## config.mk

```make
export PLATFORM = sky130hd
export DESIGN_NAME = smp_ser_seq
export DESIGN_NICKNAME = d
export VERILOG_FILES = /design/src/rtl/smp_ser_pkg.sv /design/src/rtl/smp_sclk_gen.sv /design/src/rtl/smp_shift_unit.sv /design/src/rtl/smp_ser_seq.sv
export SDC_FILE = /design/constraint.sdc
export NUM_CORES = 1
export LEC_CHECK = 0
export CAP_MARGIN = 15
export CORE_UTILIZATION = 45
export CTS_CLUSTER_SIZE = 24
export DETAILED_ROUTE_END_ITERATION = 12
export GPL_TIMING_DRIVEN = 0
export PLACE_DENSITY_LB_ADDON = 0.15
export SYNTH_ARGS = -nofsm -noshare
export SYNTH_HDL_FRONTEND = slang
export SYNTH_HIERARCHICAL = 1
export SYNTH_SLANG_ARGS = --single-unit
export TNS_END_PERCENT = 50
```

## constraint.sdc

```tcl
create_clock -name clk -period 4.3 [get_ports clk]
set_clock_uncertainty 0.2 [all_clocks]
set_input_delay 0.86 -clock clk [delete_from_list [all_inputs] [get_ports clk]]
set_output_delay 0.86 -clock clk [all_outputs]
set_load 0.01 [all_outputs]
```

## src/rtl/smp_ser_pkg.sv

```systemverilog
package smp_ser_pkg;

  typedef enum logic [2:0] {
    OP_NONE  = 3'd0,
    OP_CFG   = 3'd1,
    OP_PAT   = 3'd2,
    OP_CHAIN = 3'd3,
    OP_READ  = 3'd4,
    OP_PATQ  = 3'd5
  } op_e;

  typedef enum logic [2:0] {
    S_IDLE,
    S_LOAD,
    S_LDP,
    S_STOP,
    S_CELL,
    S_QPAT
  } st_e;

  localparam logic [3:0] A_IDLE = 4'b0000;
  localparam logic [3:0] A_CFG  = 4'b1100;
  localparam logic [3:0] A_PAT  = 4'b1101;
  localparam logic [3:0] A_RSR  = 4'b1011;

  localparam logic [7:0] CHAIN_CFG = 8'hFF;
  localparam logic [7:0] CHAIN_PAT = 8'h55;

endpackage

```

## src/rtl/smp_sclk_gen.sv

```systemverilog
module smp_sclk_gen #(
  parameter int DIV_W = 8
) (
  input  logic             clk,
  input  logic             rst_n,
  input  logic             act,
  input  logic             run,
  input  logic             hold,
  input  logic [DIV_W-1:0] half_div,
  output logic             sclk,
  output logic             tick,
  output logic             fall_ev
);

  localparam logic [DIV_W-1:0] MIN_HALF = DIV_W'(2);

  logic [DIV_W-1:0] half_eff;
  logic [DIV_W-1:0] cnt_q, cnt_d;
  logic             sclk_q, sclk_d;
  logic             fall_q, fall_d;
  logic             step;

  always_comb begin
    half_eff = (half_div < MIN_HALF) ? MIN_HALF : half_div;
    step     = act & ~hold;
    tick     = step & (cnt_q >= half_eff - 1'b1);
    cnt_d    = cnt_q;
    if (!act)      cnt_d = '0;
    else if (step) cnt_d = tick ? '0 : cnt_q + 1'b1;
    sclk_d = sclk_q;
    if (tick && run) sclk_d = ~sclk_q;
    // a falling edge seen just before a hold stays pending until release
    fall_d = hold ? fall_q : (tick & run & sclk_q);
  end

  always_ff @(posedge clk or negedge rst_n) begin
    if (!rst_n) begin
      cnt_q  <= '0;
      sclk_q <= 1'b0;
      fall_q <= 1'b0;
    end else begin
      cnt_q  <= cnt_d;
      sclk_q <= sclk_d;
      fall_q <= fall_d;
    end
  end

  assign sclk    = sclk_q;
  assign fall_ev = fall_q & ~hold;


  sclk_hold_chk: assert property (@(posedge clk) disable iff (!rst_n)
    $past(hold) |-> $stable(sclk_q));

  sclk_hi_min_chk: assert property (@(posedge clk) disable iff (!rst_n)
    $rose(sclk_q) |=> sclk_q);

  sclk_lo_min_chk: assert property (@(posedge clk) disable iff (!rst_n)
    $fell(sclk_q) |=> !sclk_q);

endmodule

```

## src/rtl/smp_shift_unit.sv

```systemverilog
module smp_shift_unit #(
  parameter int TX_W = 8,
  parameter int RX_W = 10
) (
  input  logic            clk,
  input  logic            rst_n,
  input  logic            load,
  input  logic [TX_W-1:0] load_val,
  input  logic            shift,
  input  logic            rx_en,
  input  logic            rx_bit,
  output logic            tx_bit,
  output logic [RX_W-1:0] rx_next
);

  logic [TX_W-1:0] tx_q, tx_d;
  logic [RX_W-1:0] rx_q, rx_d;

  always_comb begin
    tx_d = tx_q;
    if (load)       tx_d = load_val;
    else if (shift) tx_d = {tx_q[TX_W-2:0], 1'b0};
    rx_next = {rx_q[RX_W-2:0], rx_bit};
    rx_d    = rx_q;
    if (shift && rx_en) rx_d = rx_next;
  end

  always_ff @(posedge clk or negedge rst_n) begin
    if (!rst_n) begin
      tx_q <= '0;
      rx_q <= '0;
    end else begin
      tx_q <= tx_d;
      rx_q <= rx_d;
    end
  end

  assign tx_bit = tx_q[TX_W-1];

endmodule

```

## src/rtl/smp_ser_seq.sv

```systemverilog
module smp_ser_seq
  import smp_ser_pkg::*;
#(
  parameter int DIV_W  = 8,
  parameter int REG_W  = 8,
  parameter int NCELLS = 1024,
  localparam int CELL_W = $clog2(NCELLS)
) (
  input  logic              clk,
  input  logic              rst_n,
  input  logic              cmd_valid,
  input  logic [2:0]        cmd_op,
  input  logic [REG_W-1:0]  cmd_data,
  input  logic [DIV_W-1:0]  half_div,
  input  logic              sampling,
  input  logic              sr_out,
  output logic              sr_clk,
  output logic              sr_in,
  output logic [3:0]        sr_addr,
  output logic              rd_load,
  output logic              busy,
  output logic [CELL_W-1:0] stop_pos,
  output logic              stop_valid,
  output logic [CELL_W-1:0] cell_idx,
  output logic              cell_strobe,
  output logic              pat_bit,
  output logic              pat_valid
);

  localparam logic [CELL_W-1:0] LAST_REG  = CELL_W'(REG_W - 1);
  localparam logic [CELL_W-1:0] LAST_STOP = CELL_W'(CELL_W - 1);
  localparam logic [CELL_W-1:0] LAST_CELL = CELL_W'(NCELLS - 1);

  // asynchronous assertion, synchronous release
  logic [1:0] rsync_q;
  logic       rst_s_n;
  always_ff @(posedge clk or negedge rst_n) begin
    if (!rst_n) rsync_q <= 2'b00;
    else        rsync_q <= {rsync_q[0], 1'b1};
  end
  assign rst_s_n = rsync_q[1];

  st_e               st_q, st_d;
  logic              chain_q, chain_d;
  logic [CELL_W-1:0] bcnt_q, bcnt_d;
  logic [3:0]        addr_q, addr_d;
  logic [CELL_W-1:0] stop_q, stop_d, cur_q, cur_d, cidx_q, cidx_d;
  logic              cstb_q, cstb_d, svld_q, svld_d, pbit_q, pbit_d, pvld_q, pvld_d;
  logic              tx_load;
  logic [REG_W-1:0]  tx_val;
  logic              act, run, tick, fall_ev, tx_bit, accept;
  logic [CELL_W-1:0] rx_next;

  assign act    = (st_q != S_IDLE);
  assign run    = (st_q == S_LOAD) || (st_q == S_STOP) || (st_q == S_CELL);
  assign accept = cmd_valid && !act && !sampling;

  smp_sclk_gen #(.DIV_W(DIV_W)) u_sclk (
    .clk(clk), .rst_n(rst_s_n), .act(act), .run(run), .hold(sampling),
    .half_div(half_div), .sclk(sr_clk), .tick(tick), .fall_ev(fall_ev)
  );

  smp_shift_unit #(.TX_W(REG_W), .RX_W(CELL_W)) u_shift (
    .clk(clk), .rst_n(rst_s_n), .load(tx_load), .load_val(tx_val),
    .shift(fall_ev), .rx_en(st_q == S_STOP), .rx_bit(sr_out),
    .tx_bit(tx_bit), .rx_next(rx_next)
  );

  always_comb begin
    st_d    = st_q;
    chain_d = chain_q;
    bcnt_d  = bcnt_q;
    addr_d  = addr_q;
    stop_d  = stop_q;
    cur_d   = cur_q;
    cidx_d  = cidx_q;
    pbit_d  = pbit_q;
    cstb_d  = 1'b0;
    svld_d  = 1'b0;
    pvld_d  = 1'b0;
    tx_load = 1'b0;
    tx_val  = cmd_data;
    unique case (st_q)
      S_IDLE: begin
        if (accept) begin
          bcnt_d = '0;
          unique case (cmd_op)
            OP_CFG:   begin st_d = S_LOAD; addr_d = A_CFG; tx_load = 1'b1; chain_d = 1'b0; end
            OP_PAT:   begin st_d = S_LOAD; addr_d = A_PAT; tx_load = 1'b1; chain_d = 1'b0; end
            OP_CHAIN: begin st_d = S_LOAD; addr_d = A_CFG; tx_load = 1'b1; tx_val = CHAIN_CFG; chain_d = 1'b1; end
            OP_READ:  begin st_d = S_LDP;  addr_d = A_RSR; end
            OP_PATQ:  begin st_d = S_QPAT; addr_d = A_PAT; end
            default:  ;
          endcase
        end
      end
      S_LOAD: begin
        if (fall_ev) begin
          if (bcnt_q == LAST_REG) begin
            bcnt_d = '0;
            if (chain_q) begin
              chain_d = 1'b0;
              addr_d  = A_PAT;
              tx_load = 1'b1;
              tx_val  = CHAIN_PAT;
            end else begin
              st_d   = S_IDLE;
              addr_d = A_IDLE;
            end
          end else begin
            bcnt_d = bcnt_q + 1'b1;
          end
        end
      end
      S_LDP: begin
        if (tick) st_d = S_STOP;
      end
      S_STOP: begin
        if (fall_ev) begin
          if (bcnt_q == LAST_STOP) begin
            bcnt_d = '0;
            stop_d = rx_next;
            cur_d  = rx_next;
            svld_d = 1'b1;
            st_d   = S_CELL;
          end else begin
            bcnt_d = bcnt_q + 1'b1;
          end
        end
      end
      S_CELL: begin
        if (fall_ev) begin
          cstb_d = 1'b1;
          cidx_d = cur_q;
          cur_d  = (cur_q == LAST_CELL) ? '0 : cur_q + 1'b1;
          if (bcnt_q == LAST_CELL) begin
            bcnt_d = '0;
            st_d   = S_IDLE;
            addr_d = A_IDLE;
          end else begin
            bcnt_d = bcnt_q + 1'b1;
          end
        end
      end
      S_QPAT: begin
        if (tick) begin
          pbit_d = sr_out;
          pvld_d = 1'b1;
          st_d   = S_IDLE;
          addr_d = A_IDLE;
        end
      end
      default: st_d = S_IDLE;
    endcase
  end

  always_ff @(posedge clk or negedge rst_s_n) begin
    if (!rst_s_n) begin
      st_q    <= S_IDLE;
      chain_q <= 1'b0;
      bcnt_q  <= '0;
      addr_q  <= A_IDLE;
      stop_q  <= '0;
      cur_q   <= '0;
      cidx_q  <= '0;
      cstb_q  <= 1'b0;
      svld_q  <= 1'b0;
      pbit_q  <= 1'b0;
      pvld_q  <= 1'b0;
    end else begin
      st_q    <= st_d;
      chain_q <= chain_d;
      bcnt_q  <= bcnt_d;
      addr_q  <= addr_d;
      stop_q  <= stop_d;
      cur_q   <= cur_d;
      cidx_q  <= cidx_d;
      cstb_q  <= cstb_d;
      svld_q  <= svld_d;
      pbit_q  <= pbit_d;
      pvld_q  <= pvld_d;
    end
  end

  assign sr_in       = (st_q == S_LOAD) & tx_bit;
  assign sr_addr     = addr_q;
  assign rd_load     = (st_q == S_LDP);
  assign busy        = act;
  assign stop_pos    = stop_q;
  assign stop_valid  = svld_q;
  assign cell_idx    = cidx_q;
  assign cell_strobe = cstb_q;
  assign pat_bit     = pbit_q;
  assign pat_valid   = pvld_q;


  idle_quiet_chk: assert property (@(posedge clk) disable iff (!rst_s_n)
    !busy |-> (!sr_clk && !rd_load && !sr_in));

  load_strobe_chk: assert property (@(posedge clk) disable iff (!rst_s_n)
    rd_load |-> (sr_addr == A_RSR && !sr_clk));

  freeze_pins_chk: assert property (@(posedge clk) disable iff (!rst_s_n)
    $past(sampling) |-> ($stable(sr_addr) && $stable(sr_in) && $stable(rd_load)));

  no_start_sampling_chk: assert property (@(posedge clk) disable iff (!rst_s_n)
    (!busy && sampling) |=> !busy);

  cell_in_cmd_chk: assert property (@(posedge clk) disable iff (!rst_s_n)
    cell_strobe |-> $past(busy));

endmodule

```

Yosys cells after proc, flatten, opt, wreduce, memory -nomap -nowiden
Index checks and enable logic that the tools add are counted.
Word-level totals
  word-level logic and storage cells: 150
  bits of input ports: 24
  flip-flop bits (word level): 81
Operators by class
  reduce and logical (&&, ||, !) cells: 27
  bitwise operators: 8
  $add $sub $neg: 4
  magnitude comparators: 2
  multiplexer cells: 64
  eq/ne operators: 28
Operator list (number)
  $mux 10: 11
  $mux 8: 11
  $pmux 10 s4: 1
  $mux 3: 10
  $mux 4: 7
  $add 10x1->10 const B: 2
  $eq 10x10->1 const B: 2
  $pmux 10 s2: 1
  $pmux 3 s6: 1
  $pmux 4 s4: 1
  $pmux 8 s2: 1
  $mux 1: 15
  $eq 3x2->1 const B: 4
  $eq 3x3->1 const B: 4
  $ne 2x1->1 const B: 6
  $pmux 4 s3: 1
  $reduce_and 11->1: 1
  $eq 10x3->1 const B: 1
  $eq 10x4->1 const B: 1
  $ne 2x2->1 const B: 5
  $reduce_and 5->1: 2
  $pmux 3 s3: 1
  $add 8x1->8 const B: 1
  $ge 8x8->1: 1
  22 further kinds: 42

Longest topological paths before layout
  depth after elaboration: 8
  depth in mapped cells: 16
  mapped depth without buffers: 16

Modules after synthesis
Netlist, hierarchy kept.
By module, submodules not included
  smp_ser_seq: cells an instance 291, times used 1, sequential area each 1351.3 um^2, area each 2974.1 um^2
  smp_sclk_gen: cells an instance 94, times used 1, sequential area each 250.2 um^2, area each 845.8 um^2
  smp_shift_unit: cells an instance 54, times used 1, sequential area each 425.4 um^2, area each 750.7 um^2

Worst setup path after synthesis
OpenSTA, ideal clock, no wires.
  kind: input to register
  start: in half_div[4]
  end: reg addr_q[2], in the netlist sr_addr[2]
  path buffers: 0
  stages on the path: 15
  path slack: 7 ps
  required time: 3976 ps
  arrival time: 3969 ps
  path through: or4_1 > nor3_1 > nor2_1 > ha_1 > xnor2_1 > ha_1 > o21ai_1 > a211o_1 > or2_1 > a21oi_1 > mux2i_1 > a221oi_2 > o211ai_2 > mux2_1 > o31a_1
Between the ends
  word-level cells in the longest chain between the ends: 7
Ends and longest elaborated chain
  start, declared: line smp_ser_seq.sv:14  | input logic [DIV_W-1:0] half_div,
  $lt 8x2->1: line smp_sclk_gen.sv:24  | half_eff = (half_div < MIN_HALF) ? MIN_HALF : half_div;
  $mux 8 *: line smp_sclk_gen.sv:24
  $sub 8x1->8 *: line smp_sclk_gen.sv:26  | tick = step & (cnt_q >= half_eff - 1'b1);
  $ge 8x8->1 *: line smp_sclk_gen.sv:26
  $and 1x1->1 *: line smp_sclk_gen.sv:26
  net tick: line smp_ser_seq.sv:51  | logic act, run, tick, fall_ev, tx_bit, accept;
  $ne 2x2->1 (no line) *
  $reduce_and 8->1 (no line) *
  end signal, assigned: line smp_ser_seq.sv:174  | addr_q <= addr_d;
  end, declared: line smp_ser_seq.sv:46  | logic [3:0] addr_q, addr_d;
Mark *: on every way through the listed nets, which the timed path passes. The rest lies on a longest branch.
A chain may end at the register's enable or synchronous reset.

Worst setup path in the final report
  start: in half_div[3]
  end: reg addr_q[2], in the netlist sr_addr[2]
The elaborated chain is that of the path after synthesis.

==> impl_metrics.sql <==
INSERT INTO impl_metrics (metric_group, metric, value, unit) VALUES
('detailed_routing', 'wl', '10.16', 'mm'),
('worst_setup_path', 'timing.critical_path.from', 'half_div[3]', ''),
('layout', 'layout.nets', '549', ''),
('detailed_routing', 'drtPass1Iterations', '4', ''),
('logic_synthesis', 'area_fraction_in_and_or_nand_and_nor_cells_after_synthesis', '0.1842', ''),
('worst_setup_path', 'timing.critical_path.required', '4.34', 'ns'),
('detailed_routing', 'via_count', '3565', ''),
('clock_tree', 'cts.hold.buffers_added', '0', ''),
('logic_synthesis', 'yosysTopAreaCellShare', '0.4435', ''),
('worst_setup_path', 'critical_path_cell_list', 'buf_2 > or4_4 > nor3_4 > nor2_2 > ha_4 > xnor2_2 > ha_4 > o21ai_1 > a211o_1 > or2_4 > a21oi_4 > mux2i_1 > a221oi_2 > o211ai_2 > mux2_4 > o31a_1', ''),
('worst_setup_path', 'r2r_cells', '10', ''),
('logic_synthesis', 'postSynthAreaPerCell', '10.41', 'sq um'),
('global_routing', 'first_pass_grt_wire_length', '16.86', 'mm'),
('timing', 'final_period_minus_worst_setup_slack', '4.185', 'ns'),
('timing', 'hold_viol_final', '0', ''),
('detailed_routing', 'final_antenna_net_count', '0', ''),
('timing', 'finalCritPeriodShare', '0.9732', ''),
('worst_setup_path', 'cp-start-kind', 'primary input', ''),
('timing', 'worst_case_hold_slack', '0.02930', 'ns'),
('worst_setup_path', 'criticalPathCategory', 'primary input to flop', ''),
('timing', 'normalized_max_slew_margin', '0.4135', ''),
('logic_synthesis', 'async_flop_share', '1.000', ''),
('global_routing', 'grt.total_usage', '0.2091', ''),
('logic_synthesis', 'portion_of_netlist_area_occupied_by_mux_cells', '0.1158', ''),
('global_routing', 'via_count_of_the_first_global_routing_pass', '3450', ''),
('run', 'max_cap_violations', '0', ''),
('detailed_routing', 'detail_route.drc_violations', '0', ''),
('clock_tree', 'clk_path_buf_depth', '2', ''),
('logic_synthesis', 'synth_edf_count', '0', ''),
('layout', 'antenna_cells', '0', ''),
('logic_synthesis', 'synthesis.instances', '439', ''),
('die', 'io_pins', '56', ''),
('logic_synthesis', 'yosys_register_bits', '81', ''),
('die', 'die_y', '102.8', 'microns'),
('logic_synthesis', 'yosysWarningCount', '6', ''),
('die', 'initial_core_util', '0.4655', ''),
('detailed_routing', 'detail_route.vias_per_cell', '5.485', ''),
('place', 'dp_slack', '-0.8810', 'ns'),
('place', 'dp_hpwl', '7.282', 'mm'),
('logic_synthesis', 'synth.yosys.seq_area_share', '0.4435', ''),
('power_and_ir_drop', 'p_leak', '2.561', 'nW'),
('worst_setup_path', 'cp_slowest_cell', 'sky130_fd_sc_hd__or4_4', ''),
('worst_setup_path', 'critPathArrivalTime', '4.23', 'ns'),
('die', 'die_x', '102.8', 'microns'),
('die', 'design.core.area', '0.009819', 'sq mm'),
('worst_setup_path', 'cpPeakStageDelay', '0.56', 'ns'),
('detailed_routing', 'detail_route.iter0.violations', '188', ''),
('global_routing', 'grt_start_max_net_pins', '58', ''),
('clock_tree', 'tritoncts', 'done', ''),
('logic_synthesis', 'synth_area_leaders', 'sky130_fd_sc_hd__dfrtp_1 44%, sky130_fd_sc_hd__mux2_2 6.2%, sky130_fd_sc_hd__o21ai_0 3.8%', ''),
('clock_tree', 'tritoncts_num_sinks', '81', ''),
('global_routing', 'antenna_found_initial', '0', ''),
('worst_setup_path', 'rr_endpoint', 'sr_addr[2]', ''),
('logic_synthesis', 'syn_area', '0.004571', 'sq mm'),
('place', 'global_placer_s_final_weighted_congestion', '0.8853', ''),
('logic_synthesis', 'dominantRegCellSynth', 'sky130_fd_sc_hd__dfrtp_1', ''),
('logic_synthesis', 'yosys.area_share.xor_xnor', '0.01916', ''),
('worst_setup_path', 'reg2reg_setup_slack', '1.35', 'ns'),
('detailed_routing', 'wl_per_cell', '15.64', 'microns'),
('clock_tree', 'htreeDepth', '3', ''),
('layout', 'final_layout_size_suffix_gt1_frac', '0.2128', ''),
('place', 'io_buffer_count', '55', ''),
('layout', 'design_area', '0.005620', 'sq mm'),
('clock_tree', 'path_clk_slew', '0.09', 'ns'),
('logic_synthesis', 'synth_cell_types', '73', ''),
('timing', 'layout_setup_ws', '0.1152', 'ns'),
('outcome', 'status', 'finished, final reports clean', ''),
('logic_synthesis', 'synth_top_family_by_area', 'simple AND/OR/NAND/NOR gates', ''),
('clock_tree', 'cts-root-buf', 'sky130_fd_sc_hd__clkbuf_8', ''),
('clock_tree', 'insertion_delay', '0.36', 'ns'),
('timing', 'max_freq', '239.0', 'MHz');
[cell type report]
class,instances,area [sq um]
repair buffers,62,610.6
inverters,15,56.30
clock inverters,5,38.79
well taps,133,166.4
clock buffers,11,141.4
fillers,890,4199
plain buffers,18,105.1
multi-input cells,325,2471
flip-flops and latches,81,2031
[kinds of logic (layout without fill, tap and decap cells)]
family	after synthesis	count (layout)
multiplexers	45	45
AND/OR/NAND/NOR	150	150
other	1	1
buffers and inverters	33	111
adder cells (fa/ha/maj)	13	13
flip-flops	81	81
AO/OA/AOI/OAI	106	106
XOR/XNOR	10	10
[cells in the final DEF (no fill, tap or decap), drive strengths merged, types with 3 or more instances in the layout]
cell type / synthesis / layout
nand3b: 4 / 4
ha: 13 / 13
buf: 12 / 20
and2: 3 / 3
and3: 9 / 9
o211ai: 5 / 5
xor2: 7 / 7
nor3: 9 / 9
nor2b: 5 / 5
mux2: 36 / 36
nor2: 33 / 33
dfrtp: 81 / 81
xnor2: 3 / 3
a21oi: 18 / 18
o21ai: 37 / 37
mux2i: 9 / 9
nor4: 5 / 5
a22oi: 3 / 3
a22o: 3 / 3
a21o: 4 / 4
a211o: 3 / 3
nand3: 10 / 10
nor3b: 9 / 9
or4: 3 / 3
nand2: 38 / 38
o31ai: 3 / 3
o21a: 6 / 6
or2: 6 / 6
o2111ai: 3 / 3
clkbuf: 6 / 20
clkinv: 0 / 3
clkdlybuf4s50: 0 / 48
nand2b: 3 / 3
inv: 15 / 16
[per-stage QoR]
step                 TNS [ns]  instances  utilization  power [mW]
CTS                         0        646       0.5657       1.521
detailed placement     -6.042        628       0.5417      0.9968
global route        -0.005388        650       0.5724       1.581
global placement       -5.198        627       0.5385      0.9877
floorplan                   0        439            -      0.9287
finish                      0        650       0.5724       1.509
[metal layers]
layer  track usage  vias to the layer above  wire length (microns)
met2        0.3215                       68                   4594
met1        0.2983                     1737                   5094
met5             0                        -                      0
met3       0.04136                       12                    364
li1              -                     1748                      -
met4       0.06609                        0                    111
[worst max-delay path by stage]
stage                      end  slack [ns]  cells after the start
CTS                 sr_addr[2]       0.001                     17
detailed placement  sr_addr[2]       -0.88                     16
finish              sr_addr[2]        0.12                     16
floorplan           sr_addr[2]       0.007                     15
global route        sr_addr[2]      -0.005                     16
global placement    sr_addr[2]       -0.77                     16
[critical path, delay by kind of cell]
family	cells	cell delay, ns
simple gates	4	1.13
compound gates	6	1.09
fa+ha+maj	2	0.44
mux	2	0.43
xor+xnor	1	0.14
buf+inv	1	0.13
[cells in the mapped netlist (all sizes together), types with 10 or more instances]
cell / instances
a21oi: 18
buf: 12
nor2: 33
ha: 13
nand3: 10
inv: 15
dfrtp: 81
nand2: 38
mux2: 36
o21ai: 37
[what timing repair did]
item	in CTS	in global routing
setup endpoints to repair	9	8
hold endpoints to repair	0	0
buffers inserted	2	4
pin swaps	4	10
cloned	0	0
resized for setup	17	19
[power breakdown]
group / internal [mW] / leakage [nW] / total [mW] / switching, mW
Sequential: 0.784 / 1.10 / 0.813 / 0.0289
Clock: 0.229 / 0.0899 / 0.517 / 0.288
Combinational: 0.0953 / 1.37 / 0.180 / 0.0845
Total: 1.11 / 2.56 / 1.51 / 0.401
[state kept, by name, indices dropped and copies added (netlist names), 2 cells and up]
signal	cells
u_shift/rx_q	9
cell_idx	10
u_sclk/cnt_q	8
u_shift/tx_q	8
stop_pos	10
rsync_q	2
bcnt_q	10
cur_q	10
sr_addr	4
st_q	3
Power figures use the tool's default switching activity.
